<file path="config.mk">
export PLATFORM = sky130hd
export DESIGN_NAME = uart_dma_ready
export DESIGN_NICKNAME = d
export VERILOG_FILES = /design/src/rtl/uart_dma_pkg.sv /design/src/rtl/uart_char_fifo.sv /design/src/rtl/uart_dma_ready_gen.sv /design/src/rtl/uart_dma_ready.sv
export SDC_FILE = /design/constraint.sdc
export NUM_CORES = 1
export LEC_CHECK = 0
export BUFFER_PORTS_ARGS = -buffer_cell sky130_fd_sc_hd__buf_2
export CAP_MARGIN = 20
export CORE_ASPECT_RATIO = 1.4
export CORE_UTILIZATION = 54
export DETAILED_ROUTE_END_ITERATION = 12
export GPL_ROUTABILITY_DRIVEN = 1
export HOLD_SLACK_MARGIN = 0.08
export PLACE_DENSITY = 0.78
export SYNTH_ARGS = -nofsm -noshare
export SYNTH_HDL_FRONTEND = slang
export SYNTH_SLANG_ARGS = --single-unit
export TNS_END_PERCENT = 50
</file>
<file path="constraint.sdc">
create_clock -name clk -period 4.05 [get_ports clk]
set_input_delay 0.405 -clock clk [delete_from_list [all_inputs] [get_ports clk]]
set_output_delay 0.405 -clock clk [all_outputs]
set_load 0.02 [all_outputs]
</file>
<file path="src/rtl/uart_dma_pkg.sv">
package uart_dma_pkg;

    localparam int DEF_DEPTH = 16;
    localparam int DEF_DW    = 8;

    typedef enum logic {
        DMA_SINGLE = 1'b0,
        DMA_MULTI  = 1'b1
    } dma_mode_e;

    // Control byte layout; only [0], [3] and [7:6] carry meaning.
    typedef struct packed {
        logic [1:0] trig_sel;
        logic [1:0] spare_hi;
        logic       multi_sel;
        logic [1:0] spare_lo;
        logic       fifo_on;
    } ctrl_t;

    localparam int CH_TX = 0;
    localparam int CH_RX = 1;

    function automatic dma_mode_e resolve_mode(ctrl_t c);
        return (c.fifo_on && c.multi_sel) ? DMA_MULTI : DMA_SINGLE;
    endfunction

    function automatic int unsigned trig_depth(logic [1:0] sel);
        case (sel)
            2'b00:   return 1;
            2'b01:   return 4;
            2'b10:   return 8;
            default: return 14;
        endcase
    endfunction

endpackage

</file>
<file path="src/rtl/uart_char_fifo.sv">
module uart_char_fifo #(
    parameter int DEPTH = 16,
    parameter int DW    = 8,
    localparam int AW   = $clog2(DEPTH),
    localparam int CW   = AW + 1
) (
    input  logic          clk,
    input  logic          rst,
    input  logic          flush,
    input  logic [CW-1:0] cap,
    input  logic          push,
    input  logic [DW-1:0] wdata,
    input  logic          pop,
    output logic [DW-1:0] rdata,
    output logic [CW-1:0] count
);

    logic [DW-1:0] mem [DEPTH];
    logic [AW-1:0] wr_ptr, rd_ptr;
    logic          push_ok, pop_ok;

    assign push_ok = push && (count < cap);
    assign pop_ok  = pop && (count != '0);
    assign rdata   = mem[rd_ptr];

    always_ff @(posedge clk) begin
        if (push_ok && !flush && !rst) begin
            mem[wr_ptr] <= wdata;
        end
    end

    always_ff @(posedge clk) begin
        if (rst || flush) begin
            wr_ptr <= '0;
            rd_ptr <= '0;
            count  <= '0;
        end else begin
            if (push_ok) wr_ptr <= wr_ptr + 1'b1;
            if (pop_ok)  rd_ptr <= rd_ptr + 1'b1;
            case ({push_ok, pop_ok})
                2'b10:   count <= count + 1'b1;
                2'b01:   count <= count - 1'b1;
                default: count <= count;
            endcase
        end
    end

endmodule

</file>
<file path="src/rtl/uart_dma_ready_gen.sv">
module uart_dma_ready_gen
    import uart_dma_pkg::*;
#(
    parameter int CW = 5
) (
    input  logic          clk,
    input  logic          rst,
    input  logic          flush,
    input  dma_mode_e     mode,
    input  logic [CW-1:0] cap,
    input  logic [CW-1:0] trig,
    input  logic [CW-1:0] tx_count,
    input  logic [CW-1:0] rx_count,
    output logic          txrdy_n,
    output logic          rxrdy_n,
    output logic          rx_trig_hit
);

    logic tx_req, rx_req, rx_hold;

    always_comb begin
        rx_trig_hit = (mode == DMA_MULTI) && (rx_count >= trig);
        if (mode == DMA_MULTI) begin
            tx_req = tx_count < cap;
            rx_req = rx_trig_hit || (rx_hold && rx_count != '0);
        end else begin
            tx_req = tx_count == '0;
            rx_req = rx_count != '0;
        end
    end

    // Remembers an asserted receive request so it lasts until drained.
    always_ff @(posedge clk) begin
        if (rst || flush) rx_hold <= 1'b0;
        else              rx_hold <= rx_req;
    end

    assign txrdy_n = rst || !tx_req;
    assign rxrdy_n = rst || !rx_req;

endmodule

</file>
<file path="src/rtl/uart_dma_ready.sv">
module uart_dma_ready
    import uart_dma_pkg::*;
#(
    parameter int DEPTH = DEF_DEPTH,
    parameter int DW    = DEF_DW,
    localparam int CW   = $clog2(DEPTH) + 1
) (
    input  logic          clk,
    input  logic          rst,
    input  logic [7:0]    ctrl,
    input  logic          host_wr,
    input  logic [DW-1:0] host_wdata,
    input  logic          tx_pop,
    output logic [DW-1:0] tx_data,
    input  logic          rx_push,
    input  logic [DW-1:0] rx_wdata,
    input  logic          host_rd,
    output logic [DW-1:0] host_rdata,
    output logic [CW-1:0] tx_count,
    output logic [CW-1:0] rx_count,
    output logic          tx_empty,
    output logic          rx_trig_hit,
    output logic          txrdy_n,
    output logic          rxrdy_n
);

    ctrl_t         cfg;
    dma_mode_e     mode;
    logic          en_q, flush;
    logic [CW-1:0] cap, trig;
    logic [3:0]    cfg_unused;

    assign cfg        = ctrl_t'(ctrl);
    assign cfg_unused = {cfg.spare_hi, cfg.spare_lo};
    assign mode       = resolve_mode(cfg);
    assign cap        = cfg.fifo_on ? CW'(DEPTH) : CW'(1);
    assign trig       = CW'(trig_depth(cfg.trig_sel));

    // Tracks the enable bit in and out of reset so only a real change flushes.
    always_ff @(posedge clk) en_q <= cfg.fifo_on;
    assign flush = cfg.fifo_on ^ en_q;

    logic          q_push [2];
    logic          q_pop  [2];
    logic [DW-1:0] q_wdat [2];
    logic [DW-1:0] q_rdat [2];
    logic [CW-1:0] q_cnt  [2];

    assign q_push[CH_TX] = host_wr;
    assign q_pop[CH_TX]  = tx_pop;
    assign q_wdat[CH_TX] = host_wdata;
    assign q_push[CH_RX] = rx_push;
    assign q_pop[CH_RX]  = host_rd;
    assign q_wdat[CH_RX] = rx_wdata;

    for (genvar g = 0; g < 2; g++) begin : g_queue
        uart_char_fifo #(.DEPTH(DEPTH), .DW(DW)) u_fifo (
            .clk   (clk),
            .rst   (rst),
            .flush (flush),
            .cap   (cap),
            .push  (q_push[g]),
            .wdata (q_wdat[g]),
            .pop   (q_pop[g]),
            .rdata (q_rdat[g]),
            .count (q_cnt[g])
        );
    end

    assign tx_data    = q_rdat[CH_TX];
    assign host_rdata = q_rdat[CH_RX];
    assign tx_count   = q_cnt[CH_TX];
    assign rx_count   = q_cnt[CH_RX];
    assign tx_empty   = q_cnt[CH_TX] == '0;

    uart_dma_ready_gen #(.CW(CW)) u_ready (
        .clk         (clk),
        .rst         (rst),
        .flush       (flush),
        .mode        (mode),
        .cap         (cap),
        .trig        (trig),
        .tx_count    (q_cnt[CH_TX]),
        .rx_count    (q_cnt[CH_RX]),
        .txrdy_n     (txrdy_n),
        .rxrdy_n     (rxrdy_n),
        .rx_trig_hit (rx_trig_hit)
    );

endmodule

</file>
## Word level (Yosys, flattened, before mapping)

Memories as Yosys holds them, arrays and structs flattened. A register that Yosys moved wholly into a read port is not among the register bits.
Cells that the tools add are included.

- Magnitude comparators: 3
- Reduce and logical (&&, ||, !) cells: 25
- Eq/ne operators: 6
- Bitwise logic cells: 1
- Multiplexer cells: 15
- Add/sub/neg operators: 8

Operators with widths:

| cell | number |
|---|---|
| $pmux W5 S2 | 2 |
| $add A4 B1 Y4 const B | 4 |
| $mux W4 | 4 |
| $pmux W4 S3 | 1 |
| $logic_and A1 B1 Y1 | 11 |
| $add A5 B1 Y5 const B | 2 |
| $lt A5 B5 Y1 | 2 |
| $reduce_bool A5 Y1 | 2 |
| $sub A5 B1 Y5 const B | 2 |
| $mux W1 | 7 |
| $eq A2 B1 Y1 const B | 3 |
| $eq A2 B2 Y1 const B | 3 |
| $ge A5 B4 Y1 | 1 |
| $logic_not A5 Y1 | 1 |
| $mux W5 | 1 |
| $logic_not A1 Y1 | 4 |
| $logic_or A1 B1 Y1 | 4 |
| $reduce_bool A2 Y1 | 2 |
| $logic_not A2 Y1 | 1 |
| $xor A1 B1 Y1 | 1 |

- Flip-flop bits (word level): 28
- Bits of input ports: 30
- Memories kept: 2
- Output and inout bits: 30
- Bits in writable memories: 256

Memory list:

| memory | depth | bits a word | read ports | clocked after Yosys merged registers in | write ports | RTL line | text |
|---|---|---|---|---|---|---|---|
| g_queue[0].u_fifo.mem | 16 | 8 | 1 | 1 | 1 | uart_char_fifo.sv:18 | `logic [DW-1:0] mem [DEPTH];` |
| g_queue[1].u_fifo.mem | 16 | 8 | 1 | 1 | 1 | uart_char_fifo.sv:18 |  |

## Logic depth before layout (Yosys ltp)

Gate-level depths: netlist of the first run.

- Depth after elaboration: 8
- Gate-level depth with buffers: 14

## By module

From an unflattened synthesis of the first run, not the netlist that was laid out.

- Cell total of the unflattened synthesis: 728
- Area total of the unflattened synthesis: 12423.2 um^2

Modules (own cells, without submodules):

| module | times used | area an instance (um^2) | cells each |
|---|---|---|---|
| uart_char_fifo (g_queue[1].u_fifo) | 1 | 6030.8 | 337 |
| uart_char_fifo (g_queue[0].u_fifo) | 1 | 6004.5 | 336 |
| uart_dma_ready_gen | 1 | 316.6 | 44 |
| uart_dma_ready | 1 | 71.3 | 11 |

## Worst setup path after synthesis of the first run

Ideal clock, no wire load.

- Path type: flip-flop to flip-flop
- Start: reg g_queue[1].u_fifo.count[0]
- End: reg g_queue[1].u_fifo.count[4]
- Setup slack: 1050 ps
- Arrival time: 2929 ps
- Library setup time: 71 ps
- Period minus slack after synthesis: 3000 ps
- Stages on the path, launching flop included: 12
- Path buffers: 1
- Path through: dfxtp_1 -> or4_4 -> o21ai_4 -> nand2_4 -> buf_6 -> ha_1 -> fa_1 -> a21o_1 -> a21oi_1 -> xor2_1 -> or3_1 -> a21oi_1

- Word-level cells in the longest chain between the ends: 4
- Elaborated cells between the ends (all ways): 10
- Those cells by class: add/sub (2); order compare (1); eq/ne (2); mux (1); reduce/logical (4)

RTL lines:

| element | RTL line | text |
|---|---|---|
| from (decl) | uart_char_fifo.sv:15 | `output logic [CW-1:0] count` |
| from (signal assigned) | uart_char_fifo.sv:41 | `2'b10: count <= count + 1'b1;` |
| from (signal assigned) | uart_char_fifo.sv:42 | `2'b01: count <= count - 1'b1;` |
| from (signal assigned) | uart_char_fifo.sv:43 | `default: count <= count;` |
| $lt A5 B5 Y1 / $reduce_bool A5 Y1 (equally long branches) | uart_char_fifo.sv:22, uart_char_fifo.sv:23 |  |
| $logic_and A1 B1 Y1, on equally long branches | uart_char_fifo.sv:22, uart_char_fifo.sv:23 |  |
| $eq A2 B1 Y1 / $eq A2 B2 Y1 (equally long branches) | uart_char_fifo.sv:40 | `case ({push_ok, pop_ok})` |
| $pmux W5 S2 / $reduce_bool A2 Y1 (equally long branches) | - |  |

Several ways; a longest one is shown, not always the timed one.
A chain may end at the register's enable or synchronous reset.

## Final worst setup path of the first run

Same ends and word-level chain as after synthesis.

==> impl_metrics.csv, run 1 <==
group,metric,value,unit
cells_and_area,seq_area,0.00841,sq mm
cts,htree_levels,1,
die,start_util,55.7,%
cts,insertion_delay,0.53,ns
logic_synthesis,synth_cell_types,44,
route,vias,5812,
cells_and_area,drive_gt1_share,32.1,%
critical_path,reg2reg_slack,0.98,ns
logic_synthesis,synth_top_area_share,64.6,%
die,rows,63,
route,vias_per_cell,5.82,
critical_path,path_class,"register to register",
grt,grt_util_all_layers,20.5,%
critical_path,cp-startpoint,"g_queue[1].u_fifo.count[0]$_SDFFE_PP0P_",
die,fp.coreArea,0.0214,sq mm
sta,relSlewSlack,29.1,%
logic_synthesis,synthCells,613,
grt,grt_pass1_wl,34500,um
route,drc_errors,0,
cts,hold_buffers,0,
sta,final.setup_skew,0.00968,ns
grt,antenna_found_initial,0,
sta,rsz0062_at_grt,"no",
cells_and_area,area_growth_syn_to_layout,13.1,%
placed_design,gp_congestion,0.788,
logic_synthesis,ys_async_sr_fraction,0,%
cts,post_cts_resized,0,
route,ant_nets,0,
critical_path,cp_max_fo,13,
logic_synthesis,synth_ff_type,"edfxtp_1",
die,io_pins,60,
grt,grt_pass1_vias,6129,
route,drt_iter0_markers,369,
run_status,status,"completed",
sta,fin_crit_sh,75.7,%
logic_synthesis,yosys-top-cells-area,"edfxtp_1, mux4_2, dfxtp_1, ha_1, nor4_2",
critical_path,required,4.51,ns
cts,cts-buffers-inserted,26,
power_and_ir_drop,leakagePower,4.34,nW
cts,cts.path.max_buffers,3,
worst_hold_path,min_from,"ctrl[0]",
worst_hold_path,hp-class,"input pin to register",
die,dieHeight,178,um
logic_synthesis,ys_ff_latch,292,
grt,grt-ovfl-total,0,
sta,finalSetupViolCount,0,
sta,slew_violations,0,
run,maxCapViolCount,0,
cts,tritoncts,"yes",
logic_synthesis,synth_seq_area_share,70.6,%
cells_and_area,n_fill_cell,1458,
die,die_area,0.0226,sq mm
critical_path,cp_data_arrival_time,3.53,ns
cells_and_area,nets,741,
cts,cts-root-buf,"clkbuf_16",
power_and_ir_drop,power_density,455,mW/mm^2
cells_and_area,multi_input_area,0.00329,sq mm
cells_and_area,final_common_cell,"edfxtp_1",
critical_path,cp-start-kind,"register",
sta,min_period,3.07,ns
placed_design,portBuffers,55,
placed_design,dpl.hpwl,14500,um
route,first_pass_iters,4,
sta,finalHoldViolCount,0,
cells_and_area,n_antenna_cell,0,
sta,tns,0,ns
critical_path,end_kind,"register",
logic_synthesis,syn-cell-area,0.0119,sq mm
cts,cts.sinks,292,
power_and_ir_drop,finalPower,6.13,mW
logic_synthesis,syn_avg_cell_area,19.4,sq um
power_and_ir_drop,ir_drop,365,uV
grt,grt_max_degree,41,
logic_synthesis,yosys.area.top_type,"edfxtp_1",
die,die_w,127,um
logic_synthesis,synth_edf_count,256,
sta,worst_pin_slew,1.05,ns
cts,postCtsSetupBuffers,0,
route,wl_per_cell,22.0,um
sta,clock.fmax,326,MHz
critical_path,reg2reg_from,"g_queue[1].u_fifo.count[0]$_SDFFE_PP0P_",
route,wl,22000,um
logic_synthesis,syn-num-nets,667,
cells_and_area,layout_common_cells,"edfxtp_1, mux4_2, buf_2",
cts,clk_pin_slew_worst_paths,0.07,ns
logic_synthesis,yosysWarnings,0,
==> stage by stage <==
step,cell area (sq um),setup WS (ns),util (%),instances,hold slack [ns]
after floorplan,11900,1.05,-,613,0.433
after global placement,12600,1.05,58.8,949,0.479
after detailed placement,12600,1.02,58.8,949,0.510
after CTS,13500,0.918,63.0,997,0.100
after global routing,13500,0.842,63.0,999,0.110
final,13500,0.983,63.0,999,0.118
==> where the power goes <==
part	switching, mW	internal [mW]	total [mW]
clock network	1.04	1.52	2.56
logic	0.172	0.105	0.277
registers	0.0115	3.28	3.29
total	1.22	4.91	6.13
==> final timing paths <==
kind,cells after the start,endpoint
max,10,g_queue[1].u_fifo.count[4]$_SDFFE_PP0P_
min,1,en_q$_DFF_P_
max reg2reg,10,g_queue[1].u_fifo.count[4]$_SDFFE_PP0P_
min reg2reg,2,g_queue[0].u_fifo.wr_ptr[1]$_SDFFE_PP0P_
==> per-layer routing <==
| metal | global-route usage (%) | part of all wire [%] | up-vias |
|---|---|---|---|
| met4 | 6.94 | 2.1 | 0 |
| met1 | 24.4 | 38 | 3026 |
| met5 | 0 | 0 | - |
| met3 | 2.53 | 3.9 | 35 |
| met2 | 38.1 | 56 | 135 |
| li1 | - | - | 2616 |
==> final cells by class <==
| cell class | instances | share of cell area (%) |
|---|---|---|
| clock buffers | 34 | 5.44 |
| flip-flops and latches | 292 | 62.5 |
| well taps | 292 | 2.71 |
| clock inverters | 14 | 1.25 |
| repair buffers | 81 | 3.49 |
| inverters | 9 | 0.251 |
| multi-input cells | 277 | 24.4 |
==> Yosys cell counts (3+ instances only) <==
cell      number
nor2_1        26
buf_6          4
mux2i_1        4
nand2b_1       6
buf_1          7
nor3_1         6
nor2b_1        4
xor2_1        13
inv_1          8
xnor2_1        8
nor4_1         7
a21oi_1       12
mux4_2        80
edfxtp_1     256
nor4_2        13
clkbuf_1      12
buf_2         12
or3_1          3
nand3_1       11
and2_1         8
o21ai_0        8
dfxtp_1       36
ha_1          23
nand2_1       16
==> flip-flops by register name, summed over array words and instances (netlist names), named ones only <==
signal / flops
g_queue.u_fifo.mem: 256
u_ready.rx_hold: 1
g_queue.u_fifo.count: 10
g_queue.u_fifo.rd_ptr: 8
g_queue.u_fifo.wr_ptr: 8
en_q: 1
==> cells by family after synthesis <==
group,share of synthesized area [%]
buffers and inverters,1.77
AOI/OAI and AO/OA,1.73
and+or+nand+nor,6.25
xor gates and xnor gates,1.55
muxes,15.5
adders and majority gates,2.59
DFF,70.6
==> critical path: stages (launching register included) <==
cell and delay (ns):
dfxtp_1 0.38, or4_4 0.59, o21ai_4 0.21, nand2_4 0.17
ha_1 0.31, fa_1 0.43, a21o_1 0.19, a21oi_1 0.17
xor2_1 0.09, or3_1 0.31, a21oi_1 0.13
Power figures use the tool's default switching activity.
==> inputs of run 2 (changes only) <==
--- a/config.mk
+++ b/config.mk
@@ -12,7 +12,7 @@
 export DETAILED_ROUTE_END_ITERATION = 12
 export GPL_ROUTABILITY_DRIVEN = 1
 export HOLD_SLACK_MARGIN = 0.08
-export PLACE_DENSITY = 0.78
+export PLACE_DENSITY = 0.8
 export SYNTH_ARGS = -nofsm -noshare
 export SYNTH_HDL_FRONTEND = slang
 export SYNTH_SLANG_ARGS = --single-unit
==> constraint.sdc (replaced) <==
create_clock -name clk -period 2.8 [get_ports clk]
set_input_delay 0.28 -clock clk [delete_from_list [all_inputs] [get_ports clk]]
set_output_delay 0.28 -clock clk [all_outputs]
set_load 0.02 [all_outputs]
==> run 2 against run 1 <==
Worst setup slack worse by 0.93 ns. Die area is the same. Global-route usage rose by 0.060 points. Critical path type is now register to output pin. Clock-buffer cell count up 2. Highest routed layer unchanged.
==> impl_metrics.csv, run 2 (synthesis gave the netlist of run 1 again) <==
group,metric,value,unit
cells_and_area,regMostFlops,"g_queue.u_fifo.mem",
sta,slew_violations,0,
die,die_area,0.0226,sq mm
route,wl,22000,um
grt,grt_pass1_wl,34900,um
route,drt_iter0_markers,442,
power_and_ir_drop,clockPowerShare,40.6,%
sta,relSlewSlack,59.5,%
route,vias_per_cell,5.78,
run,maxCapViolCount,0,
cells_and_area,area_growth_syn_to_layout,14.9,%
cts,tritoncts,"yes",
power_and_ir_drop,ir_drop,624,uV
cts,clk_pin_slew_worst_paths,0.06,ns
cells_and_area,layout_common_cells,"edfxtp_1, mux4_2, buf_2",
critical_path,path_class,"register to output pin",
die,die_w,127,um
cts,cts.sinks,292,
grt,antenna_found_initial,0,
route,ant_nets,0,
cells_and_area,final_common_cell,"edfxtp_1",
sta,final.setup_skew,0.0171,ns
cells_and_area,nets,761,
placed_design,gp_congestion,0.783,
grt,grt-ovfl-total,0,
power_and_ir_drop,p_switching,1.82,mW
critical_path,worst-path-buf-inv,2,
sta,finalHoldViolCount,0,
critical_path,cpMostUsedCell,"mux4_2",
grt,grt_max_degree,33,
cells_and_area,reg.largest.list,"g_queue.u_fifo.mem x256, g_queue.u_fifo.count x10",
route,drc_errors,0,
die,rows,63,
placed_design,dpl.hpwl,14600,um
cells_and_area,largest_reg_flops,256,
die,fp.coreArea,0.0214,sq mm
cells_and_area,n_antenna_cell,0,
critical_path,cp-start-kind,"register",
worst_hold_path,hp-class,"input pin to register",
cells_and_area,layout.cells.non_filler,1019,
sta,clock.fmax,364,MHz
route,vias,5886,
die,io_pins,60,
power_and_ir_drop,pwr-share-seq,54.4,%
critical_path,max_stage_delay,0.54,ns
sta,hold_ws,0.116,ns
sta,rsz0062_at_grt,"yes",
placed_design,placed_cells,963,
die,start_util,55.7,%
cts,insertion_delay,0.55,ns
cts,cts-root-buf,"clkbuf_16",
critical_path,cp_max_fo,18,
cts,cts.path.max_buffers,3,
sta,worst_pin_slew,0.607,ns
critical_path,path_delay_family,"multiplexers",
critical_path,crit_slowest_cell,"mux4_2",
placed_design,portBuffers,55,
sta,min_period,2.75,ns
power_and_ir_drop,power_frac_comb,5.0,%
cts,htree_levels,1,
cells_and_area,drive_gt1_share,35.2,%
route,wl_per_cell,21.6,um
critical_path,end_kind,"output pin",
power_and_ir_drop,leakagePower,4.43,nW
power_and_ir_drop,swShare,20.8,%
critical_path,cp_data_arrival_time,2.47,ns
sta,fin_crit_sh,98.2,%
power_and_ir_drop,p_int,6.94,mW
grt,grt_pass1_vias,6351,
sta,finalSetupViolCount,0,
die,dieHeight,178,um
critical_path,required,2.52,ns
run_status,status,"completed",
critical_path,path_cells,"buf_12, mux4_2, mux4_2, buf_2",
cts,cts-buffers-inserted,28,
route,first_pass_iters,4,
grt,grt_util_all_layers,20.5,%
power_and_ir_drop,power_density,641,mW/mm^2
-- run 2: final timing paths --
path / startpoint / endpoint / slack (ns) / cells past startpoint
setup / recovery: register / host_rdata[4] / 0.05 / 4
hold / removal: host_wdata[0] / g_queue[0].u_fifo.mem[7][0]$_DFFE_PP_ / 0.12 / 1
setup reg to reg: g_queue[0].u_fifo.count[0]$_SDFFE_PP0P_ / g_queue[0].u_fifo.count[3]$_SDFFE_PP0P_ / 0.08 / 9
hold reg to reg: g_queue[0].u_fifo.wr_ptr[1]$_SDFFE_PP0P_ / g_queue[0].u_fifo.wr_ptr[1]$_SDFFE_PP0P_ / 0.51 / 2
-- run 2: through the flow --
step	setup WS (ns)	cell area (sq um)	power [mW]	setup TNS [ns]	utilization, %
after floorplan	-0.0120	11900	5.13	-0.0120	-
after global placement	0.109	12700	5.26	0	59.5
after detailed placement	0.0556	12700	5.29	0	59.5
after CTS	0.000905	13700	8.83	0	64.0
after global routing	-0.0331	13700	9.03	-0.0853	64.0
final	0.0512	13700	8.76	0	64.0
-- run 2: final cells by class --
cell class / instances / area (sq um)
well taps: 292 / 365
flip-flops and latches: 292 / 8420
clock buffers: 36 / 761
multi-input cells: 277 / 3310
fillers: 1389 / 7690
clock inverters: 14 / 113
inverters: 9 / 33.8
repair buffers: 99 / 664
-- run 2: timing repair --
item,in CTS,in global routing
setup endpoints to repair,15,7
pin swaps,0,1
gates cloned,1,0
resized for setup,3,1
buffers inserted,2,1
hold endpoints to repair,2,0
hold buffers,2,0
-- run 2: layer usage --
metal	track usage (%)	vias up	wire, um
li1	-	2655	-
met1	24.2	3033	8390
met2	38.3	159	12100
met3	2.89	39	947
met4	6.55	0	490
met5	0	-	0
-- run 2: power by group through the flow --
stage	clock network, mW	registers [mW]	logic [mW]
3_3_place_gp	0	4.86	0.400
3_5_place_dp	0	4.86	0.425
5_1_grt	3.79	4.77	0.473
2_1_floorplan	0	4.86	0.271
4_1_cts	3.62	4.77	0.436
6_report	3.56	4.77	0.437
==> inputs of run 3 (changes only) <==
--- a/config.mk
+++ b/config.mk
@@ -7,12 +7,14 @@
 export LEC_CHECK = 0
 export BUFFER_PORTS_ARGS = -buffer_cell sky130_fd_sc_hd__buf_2
 export CAP_MARGIN = 20
+export CELL_PAD_IN_SITES_DETAIL_PLACEMENT = 1
+export CELL_PAD_IN_SITES_GLOBAL_PLACEMENT = 1
 export CORE_ASPECT_RATIO = 1.4
-export CORE_UTILIZATION = 54
+export CORE_UTILIZATION = 48
 export DETAILED_ROUTE_END_ITERATION = 12
 export GPL_ROUTABILITY_DRIVEN = 1
 export HOLD_SLACK_MARGIN = 0.08
-export PLACE_DENSITY = 0.8
+export PLACE_DENSITY = 0.81
 export SYNTH_ARGS = -nofsm -noshare
 export SYNTH_HDL_FRONTEND = slang
 export SYNTH_SLANG_ARGS = --single-unit
==> run 3 against run 2 <==
Clock power up 7.6%. Die area up 12%. Sequential power barely moved. Final area up 0.16%. Combinational power grew 1%. Global-route usage is 0.20 points lower. Clock-buffer cell count is the same. Highest routed layer unchanged. Register-to-register slack gained 0.04 ns.
==> impl_metrics.csv, run 3 (synthesis gave the netlist of run 1 again) <==
group,metric,value,unit
run_status,status,"completed",
critical_path,end_kind,"output pin",
grt,grt_util_all_layers,20.3,%
cells_and_area,n_fill_cell,2127,
die,die_area,0.0254,sq mm
cells_and_area,drive_gt1_share,34.9,%
sta,rsz0062_at_grt,"yes",
critical_path,reg2reg_slack,0.12,ns
worst_hold_path,min_from,"rx_wdata[2]",
sta,worst_pin_slew,0.664,ns
placed_design,dpl.hpwl,16600,um
cells_and_area,largest_reg_flops,256,
sta,min_period,2.70,ns
power_and_ir_drop,ir_drop,542,uV
critical_path,path_cells,"buf_12, mux4_2, mux4_2, buf_2",
critical_path,cp_max_fo,32,
critical_path,path_delay_family,"multiplexers",
die,start_util,49.3,%
sta,final.setup_skew,0.0232,ns
run,maxCapViolCount,0,
cells_and_area,final_util,56.7,%
cts,cts-buffers-inserted,28,
cells_and_area,area_growth_syn_to_layout,15.1,%
critical_path,required,2.52,ns
cells_and_area,layout_common_cells,"edfxtp_1, mux4_2, buf_2",
cts,cts-root-buf,"clkbuf_16",
cells_and_area,n_antenna_cell,0,
grt,grt_max_degree,33,
critical_path,cp_data_arrival_time,2.42,ns
route,drc_errors,0,
cells_and_area,nets,757,
route,ant_nets,0,
cts,postCtsSetupBuffers,0,
worst_hold_path,min_path_cells,1,
critical_path,worst-path-buf-inv,2,
die,dieHeight,188,um
sta,relSlewSlack,55.7,%
die,io_pins,60,
sta,finalHoldViolCount,0,
grt,grt_pass1_vias,6579,
cts,insertion_delay,0.56,ns
placed_design,dp_slack,0.0720,ns
route,wl_per_cell,23.8,um
die,die_w,135,um
route,vias_per_cell,5.65,
route,vias,5848,
critical_path,path_class,"register to output pin",
sta,fin_crit_sh,96.5,%
critical_path,regToRegEndpoint,"g_queue[1].u_fifo.count[4]$_SDFFE_PP0P_",
placed_design,gp_congestion,0.747,
grt,antenna_found_initial,0,
power_and_ir_drop,power_density,660,mW/mm^2
worst_hold_path,hp-class,"input pin to register",
sta,clock.fmax,370,MHz
cells_and_area,reg.largest.list,"g_queue.u_fifo.mem x256, g_queue.u_fifo.count x10",
power_and_ir_drop,leakagePower,4.43,nW
critical_path,cpMostUsedCell,"mux4_2",
sta,worst_slack,0.0987,ns
critical_path,crit_slowest_cell,"mux4_2",
worst_hold_path,worstHoldEndpoint,"g_queue[1].u_fifo.mem[15][2]$_DFFE_PP_",
cts,tritoncts,"yes",
cells_and_area,final_common_cell,"edfxtp_1",
grt,grt_pass1_wl,38700,um
cells_and_area,regMostFlops,"g_queue.u_fifo.mem",
die,rows,67,
critical_path,max_stage_delay,0.55,ns
critical_path,reg2reg_from,"g_queue[1].u_fifo.count[1]$_SDFFE_PP0P_",
sta,finalSetupViolCount,0,
critical_path,ff2ff_path_depth,10,
sta,slew_violations,0,
die,fp.coreArea,0.0241,sq mm
placed_design,portBuffers,55,
cts,cts.sinks,292,
cts,htree_levels,1,
critical_path,cp-start-kind,"register",
route,wl,24700,um
route,drt_iter0_markers,320,
cts,clk_pin_slew_worst_paths,0.07,ns
grt,grt-ovfl-total,0,
cts,cts.path.max_buffers,3,
route,first_pass_iters,4,
-- run 3: cell types whose count changed in the layout (fill, tap and decap cells not counted), sizes merged --
cell and change:
buf -3, bufinv +3, bufbuf -1, inv -1
-- run 3: area by class of cell --
class	count	area, sq um	area share [%]
clock inverter	16	195	1.43
clock buffer	36	741	5.41
tap	310	388	2.83
multi-input combinational	277	3320	24.2
sequential	292	8420	61.5
inverter	9	33.8	0.247
timing repair buffer	95	606	4.42
-- run 3: per-stage QoR --
stage / hold slack [ns] / std cells / power, mW / TNS, ns / instance area (sq um)
floorplan: 0.308 / 613 / 5.13 / -0.0120 / 11900
global placement: 0.486 / 981 / 5.27 / 0 / 12700
detailed placement: 0.505 / 981 / 5.30 / 0 / 12700
CTS: 0.0840 / 1035 / 9.11 / 0 / 13700
global route: 0.106 / 1035 / 9.27 / -0.0248 / 13700
finish: 0.102 / 1035 / 9.04 / 0 / 13700
-- run 3: per-layer routing --
metal | GRT usage (%) | vias up | wire length, um
met2 | 37.7 | 105 | 13900
met3 | 2.53 | 42 | 711
met5 | 0 | - | 0
met1 | 24.6 | 3056 | 9560
met4 | 5.62 | 0 | 506
li1 | - | 2645 | -
-- run 3: what timing repair did --
| item | in CTS | in global routing |
|---|---|---|
| hold buffers | 2 | 0 |
| hold endpoints to repair | 2 | 0 |
| endpoints found under the setup margin | 0 | 3 |
| resized for setup | 0 | 2 |
-- run 3: worst max path at each step --
stage / slack, ns / depth (start not counted) / to / startpoint
floorplan: -0.01 / 14 / g_queue[0].u_fifo.count[4]$_SDFFE_PP0P_ / g_queue[0].u_fifo.count[2]$_SDFFE_PP0P_
global placement: 0.09 / 10 / g_queue[1].u_fifo.count[4]$_SDFFE_PP0P_ / g_queue[1].u_fifo.count[1]$_SDFFE_PP0P_
detailed placement: 0.07 / 10 / g_queue[0].u_fifo.count[4]$_SDFFE_PP0P_ / g_queue[0].u_fifo.count[0]$_SDFFE_PP0P_
CTS: 0.04 / 4 / host_rdata[2] / register
global route: -0.02 / 10 / g_queue[1].u_fifo.count[4]$_SDFFE_PP0P_ / g_queue[1].u_fifo.count[1]$_SDFFE_PP0P_
finish: 0.1 / 4 / host_rdata[1] / register
-- run 3: power breakdown --
part / leakage (nW) / switching [mW] / internal, mW
Sequential: 2.60 / 0.0150 / 4.75
Clock: 0.450 / 1.59 / 2.24
Combinational: 1.38 / 0.268 / 0.174
